$ cat config.mk
export PLATFORM = sky130hd
export DESIGN_NAME = insn_indirect_unit
export DESIGN_NICKNAME = d
export VERILOG_FILES = /design/src/rtl/insn_ind_pkg.sv /design/src/rtl/iiu_classify.sv /design/src/rtl/iiu_store.sv /design/src/rtl/iiu_resolve.sv /design/src/rtl/insn_indirect_unit.sv
export SDC_FILE = /design/constraint.sdc
export NUM_CORES = 1
export LEC_CHECK = 0
export BUFFER_PORTS_ARGS = -buffer_cell sky130_fd_sc_hd__buf_4
export CORE_UTILIZATION = 49
export CTS_BUF_LIST = sky130_fd_sc_hd__clkbuf_16
export DETAILED_ROUTE_END_ITERATION = 10
export PLACE_DENSITY = 0.67
export SETUP_SLACK_MARGIN = 0.15
export SLEW_MARGIN = 20
export SYNTH_ARGS = -nofsm -noshare
export SYNTH_HDL_FRONTEND = slang
export SYNTH_SLANG_ARGS = --single-unit
$ cat constraint.sdc
create_clock -name clk -period 9.25 [get_ports clk]
set_input_delay 1.3875 -clock clk [delete_from_list [all_inputs] [get_ports clk]]
set_output_delay 1.3875 -clock clk [all_outputs]
set_load 0.02 [all_outputs]
$ cat src/rtl/insn_ind_pkg.sv
package insn_ind_pkg;

   // width of the primary opcode field, always the top bits of a word
   localparam int unsigned OPC_W = 6;

   // how a presented word was resolved
   typedef enum logic [1:0] {
      RK_IDLE = 2'd0,
      RK_PASS = 2'd1,
      RK_HIT  = 2'd2,
      RK_MISS = 2'd3
   } res_kind_e;

   function automatic logic kind_valid(input res_kind_e k);
      return k != RK_IDLE;
   endfunction

endpackage

$ cat src/rtl/iiu_classify.sv
module iiu_classify
   import insn_ind_pkg::*;
#(
   parameter int unsigned          INSN_W  = 32,
   parameter int unsigned          IDX_W   = 5,
   parameter int unsigned          IDX_LSB = 21,
   parameter logic [OPC_W-1:0]     ESC_OP  = 6'h3E
) (
   input  logic [INSN_W-1:0] in_insn,
   output logic              is_esc,
   output logic [IDX_W-1:0]  slot
);

   localparam int unsigned OPC_LSB = INSN_W - OPC_W;

   if (IDX_LSB + IDX_W > OPC_LSB) begin : g_bad_field
      $error("slot field overlaps the opcode field");
   end

   logic [OPC_W-1:0] opc;

   assign opc    = in_insn[OPC_LSB +: OPC_W];
   assign is_esc = (opc == ESC_OP);
   assign slot   = in_insn[IDX_LSB +: IDX_W];

endmodule

$ cat src/rtl/iiu_store.sv
module iiu_store #(
   parameter int unsigned INSN_W = 32,
   parameter int unsigned IDX_W  = 5
) (
   input  logic              clk,
   input  logic              rst_n,
   input  logic              wr_en,
   input  logic [IDX_W-1:0]  wr_idx,
   input  logic [INSN_W-1:0] wr_data,
   input  logic [IDX_W-1:0]  rd_idx,
   output logic [INSN_W-1:0] rd_data,
   output logic              rd_hit
);

   localparam int unsigned DEPTH = 1 << IDX_W;

   logic [INSN_W-1:0] cells [DEPTH];
   logic [DEPTH-1:0]  filled;
   logic [DEPTH-1:0]  wr_sel;

   // one-hot slot decode, repeated per slot
   for (genvar e = 0; e < DEPTH; e++) begin : g_dec
      assign wr_sel[e] = wr_en && (wr_idx == IDX_W'(e));
   end

   // contents carry no reset; only the filled marks do
   always_ff @(posedge clk) begin
      if (wr_en) cells[wr_idx] <= wr_data;
   end

   always_ff @(posedge clk or negedge rst_n) begin
      if (!rst_n) filled <= '0;
      else        filled <= filled | wr_sel;
   end

   assign rd_data = cells[rd_idx];
   assign rd_hit  = filled[rd_idx];

endmodule

$ cat src/rtl/iiu_resolve.sv
module iiu_resolve
   import insn_ind_pkg::*;
#(
   parameter int unsigned INSN_W  = 32,
   parameter bit          OUT_REG = 1'b1
) (
   input  logic              clk,
   input  logic              rst_n,
   input  logic              in_valid,
   input  logic [INSN_W-1:0] in_insn,
   input  logic              is_esc,
   input  logic              tbl_hit,
   input  logic [INSN_W-1:0] tbl_data,
   output logic              out_valid,
   output logic [INSN_W-1:0] out_insn,
   output logic              out_miss
);

   res_kind_e         kind;
   logic [INSN_W-1:0] nxt_insn;

   always_comb begin
      if (!in_valid)    kind = RK_IDLE;
      else if (!is_esc) kind = RK_PASS;
      else if (tbl_hit) kind = RK_HIT;
      else              kind = RK_MISS;
   end

   always_comb begin
      unique case (kind)
         RK_PASS: nxt_insn = in_insn;
         RK_HIT:  nxt_insn = tbl_data;
         default: nxt_insn = '0;
      endcase
   end

   if (OUT_REG) begin : g_reg
      always_ff @(posedge clk or negedge rst_n) begin
         if (!rst_n) begin
            out_valid <= 1'b0;
            out_insn  <= '0;
            out_miss  <= 1'b0;
         end else begin
            out_valid <= kind_valid(kind);
            out_insn  <= nxt_insn;
            out_miss  <= (kind == RK_MISS);
         end
      end
   end else begin : g_comb
      assign out_valid = rst_n && kind_valid(kind);
      assign out_insn  = rst_n ? nxt_insn : '0;
      assign out_miss  = rst_n && (kind == RK_MISS);
   end

endmodule

$ cat src/rtl/insn_indirect_unit.sv
module insn_indirect_unit
   import insn_ind_pkg::*;
#(
   parameter int unsigned      INSN_W  = 32,
   parameter int unsigned      IDX_W   = 5,
   parameter int unsigned      IDX_LSB = 21,
   parameter logic [OPC_W-1:0] ESC_OP  = 6'h3E,
   parameter bit               OUT_REG = 1'b1
) (
   input  logic              clk,
   input  logic              rst_n,
   input  logic              in_valid,
   input  logic [INSN_W-1:0] in_insn,
   input  logic              ld_en,
   input  logic              ld_wr,
   input  logic [IDX_W-1:0]  ld_idx,
   input  logic [INSN_W-1:0] ld_data,
   output logic              out_valid,
   output logic [INSN_W-1:0] out_insn,
   output logic              out_miss
);

   if (INSN_W < 16) begin : g_bad_width
      $error("instruction width too small");
   end
   if (IDX_W < 1 || IDX_W > 8) begin : g_bad_idx
      $error("slot number width out of range");
   end

   logic              esc;
   logic [IDX_W-1:0]  slot;
   logic [INSN_W-1:0] tbl_word;
   logic              tbl_hit;
   logic              tbl_we;

   assign tbl_we = ld_en & ld_wr;

   iiu_classify #(
      .INSN_W (INSN_W),
      .IDX_W  (IDX_W),
      .IDX_LSB(IDX_LSB),
      .ESC_OP (ESC_OP)
   ) u_cls (
      .in_insn(in_insn),
      .is_esc (esc),
      .slot   (slot)
   );

   iiu_store #(
      .INSN_W(INSN_W),
      .IDX_W (IDX_W)
   ) u_tbl (
      .clk    (clk),
      .rst_n  (rst_n),
      .wr_en  (tbl_we),
      .wr_idx (ld_idx),
      .wr_data(ld_data),
      .rd_idx (slot),
      .rd_data(tbl_word),
      .rd_hit (tbl_hit)
   );

   iiu_resolve #(
      .INSN_W (INSN_W),
      .OUT_REG(OUT_REG)
   ) u_res (
      .clk      (clk),
      .rst_n    (rst_n),
      .in_valid (in_valid),
      .in_insn  (in_insn),
      .is_esc   (esc),
      .tbl_hit  (tbl_hit),
      .tbl_data (tbl_word),
      .out_valid(out_valid),
      .out_insn (out_insn),
      .out_miss (out_miss)
   );

endmodule

==> metrics.md <==
| Metric | Value |
|---|---|
| DP HPWL | 54.4 mm |
| Distinct cell type count after synthesis | 40 |
| Area leader, netlist | edfxtp_1 |
| Top cells by area, synth | edfxtp_1, mux4_2, dfrtp_1 |
| H-tree levels | 3 |
| CTS resizes | 0 |
| Setup ws final | 3.64 ns |
| CP endpoint kind | flip-flop |
| FFs w/ async S/R, synth | 0.0606 |
| Cell area after synthesis | 0.0416 mm^2 |
| First-pass GRT wire length | 143 mm |
| Port Buffers | 107 |
| Fin nets | 2163 |
| Net Sw Frac | 0.207 |
| Top-count cell post-synth | edfxtp_1 |
| CTS tree | built |
| Postcts setup bufs | 0 |
| Largest net degree at the start of global routing | 109 |
| Hold path endpoint | u_tbl.filled[26] |
| Final Hold Viols | 0 |
| Layout Skew | 0.0332 ns |
| Fillcell total | 6149 |
| Slew headroom | 0.217 |
| NetSw | 2.14 mW |
| Reg clk slew, reported paths | 0.06 ns |
| Starting Density | 0.497 |
| Seq pwr share | 0.529 |
| Hold Path Class | flip-flop to flip-flop |
| I/O Pins | 108 |
| Placer congestion estimate | 0.794 |
| Die Wd | 294 um |
| DRT Pass-1 Iters | 5 |
| RR Endpoint | u_res.out_insn[16] |
| Leakage | 15.7 nW |
| Wirelength per Cell | 29.8 um |
| Cell Int Power | 8.22 mW |
| Critical path type | input pin to flip-flop |
| FF+latch count, synth | 1090 |
| Post-synth top area share | 0.739 |
| Hold-fix buffers, CTS | 0 |
| Height of the chip | 294 um |
| Final ANT Viol Nets | 0 |
| Mean Syn Cell Area | 21.6 um^2 |
| Initial antenna violation count | 3 |
| Core area | 0.0838 mm^2 |
| Post-Syn Nets | 2009 |
| Maximum VDD drop | 0.169 mV |
| Num CTS Buffers | 109 |
| Status | complete, no violations |
| Dominant synthesized flop cell | edfxtp_1 |
| Minimum clock period | 5.61 ns |
| Hold wc startpoint | u_tbl.filled[26] |
| Top cells by count, synth | edfxtp_1, mux4_2, mux2i_1 |
| Synth warn | 0 |
| EDFF count, synth | 1024 |
| Register area share after synthesis | 0.778 |
| Pwr per Cell Area | 218 mW/mm^2 |
| DR iter-0 viols | 2078 |
| Worst-Margin Slew | 1.17 ns |
| Gate Count Post-Synth | 1931 |
| Grt total ovfl | 0 |
| Total Wirelength | 98.9 mm |
| Reg2Reg Depth | 9 |
| Vias in the first global route | 21.0k |
| Critical path fanouts, max | 42 |
| All-Layer GR Usage | 0.233 |
| Share of cells above drive strength 1 | 0.285 |
| Arrival @ worst endpoint | 6.21 ns |
| Startpoint Class | input pin |
| Vias per std cell | 6.09 |
| Clock Sinks | 1090 |
| Max clock buf depth | 3 |
| Final Max Slew Viols | 0 |
| Hold_ws | 0.457 ns |
| RSZ-0062 raised after global routing | false |
| Via count | 20.2k |
| R2R Setup Slk | 5.65 ns |
| Max Cap Viol | 0 |
| Final period util | 0.607 |
| Worst slack, placed | 2.98 ns |
| Worst Hold Depth | 1 |
| Clock root buffer | clkbuf_16 |
| Fmax | 178 MHz |
| Clk Latency, worst-skew pair | 0.67 ns |
| Critical path data required time | 9.84 ns |
| Final setup fails | 0 |
| DRC Markers | 0 |
| Area Growth Syn to Fin | 14.2% |
| FP Rows | 106 |
| DIE AREA | 0.0861 mm^2 |
| Reg2reg start | u_tbl.filled[11] |
| CP Launch Point | in_insn[23] |
| Setup_tns | 0 ns |
| Comb pwr share | 0.049 |
| Clock share of power | 0.422 |
layout make-up:
type                       instances  area, um^2  area share
antenna                            2        5.00    0.000105
clock buffer                     112        2800      0.0589
clock inverter                    94         797      0.0168
inverter                           4        15.0    0.000316
multi-input combinational        731        8960       0.188
sequential                      1090       32400       0.681
tap                             1134        1420      0.0298
timing repair buffer             149        1160      0.0244
registers in the layout, indices dropped and copies added, names as in the netlist:
register         cells
u_res.out_insn      32
u_tbl.cells       1024
u_tbl.filled        32
u_res.out_valid      1
u_res.out_miss       1
layer usage:
metal,wire (um),track usage
met5,0,0
met1,41600,0.335
met2,46900,0.358
met3,8210,0.0570
met4,2170,0.0626
cells by family after synthesis:
family | Yosys count | share of synthesized area
compound gates | 136 | 0.0235
fa+ha+maj | 4 | 0.00120
buf+inv | 110 | 0.0127
flops | 1090 | 0.778
mux | 364 | 0.157
simple gates | 227 | 0.0278
power groups by stage:
stage          clock network (mW)  logic [mW]  registers [mW]
3_5_place_dp                    0       0.509            5.59
2_1_floorplan                   0       0.291            5.59
3_3_place_gp                    0       0.495            5.58
5_1_grt                      4.63       0.541            5.49
6_report                     4.38       0.506            5.48
4_1_cts                      4.44       0.511            5.48
worst max-delay path, cell delays in order:
cell and delay (ns):
buf_4 0.50, buf_4 0.66, or2_2 0.84, o22ai_1 0.24, o41ai_1 0.38, o2111ai_1 0.16
nand2_1 0.14, ha_1 0.29, nand3_2 0.81, nor3_1 0.49, a221o_1 0.16
how the worst max path moves through the flow:
stage / endpoint / slack (ns) / depth (start not counted)
detailed placement: u_res.out_insn[10] / 2.98 / 11
CTS: u_res.out_insn[19] / 3.67 / 11
floorplan: u_res.out_insn[10] / 5.03 / 14
finish: u_res.out_insn[16] / 3.64 / 11
global placement: u_res.out_insn[31] / 3.16 / 11
global route: u_res.out_insn[11] / 3.33 / 11
per-stage QoR:
| stage | instance area, um^2 | cells | util | total power [mW] |
|---|---|---|---|---|
| floorplan | 41600 | 1931 | - | 5.88 |
| finish | 47600 | 3316 | 0.567 | 10.4 |
| global route | 47600 | 3314 | 0.567 | 10.7 |
| CTS | 47600 | 3314 | 0.567 | 10.4 |
| detailed placement | 44000 | 3108 | 0.524 | 6.10 |
| global placement | 44000 | 3108 | 0.524 | 6.08 |
layout by cell type (no fill, tap or decap), drive strengths merged, types with 2 or more instances in the layout:
master | Yosys | routed
o21ai | 32 | 32
o22ai | 34 | 34
nand3 | 5 | 5
mux4 | 229 | 229
nand2b | 2 | 2
dfrtp | 66 | 66
clkinvlp | 0 | 5
mux2 | 11 | 11
a211oi | 34 | 34
nand3b | 3 | 3
inv | 4 | 26
buf | 63 | 148
diode | 0 | 2
clkinv | 0 | 54
or2 | 33 | 33
bufinv | 0 | 13
a221o | 30 | 30
nor2 | 67 | 67
edfxtp | 1024 | 1024
nor3 | 61 | 61
nand2 | 10 | 10
and2 | 2 | 2
nand4 | 2 | 2
clkbuf | 43 | 113
and3 | 2 | 2
ha | 4 | 4
or3 | 3 | 3
mux2i | 124 | 124
nor2b | 33 | 33
No activity file was read; power rests on OpenSTA's default activity.
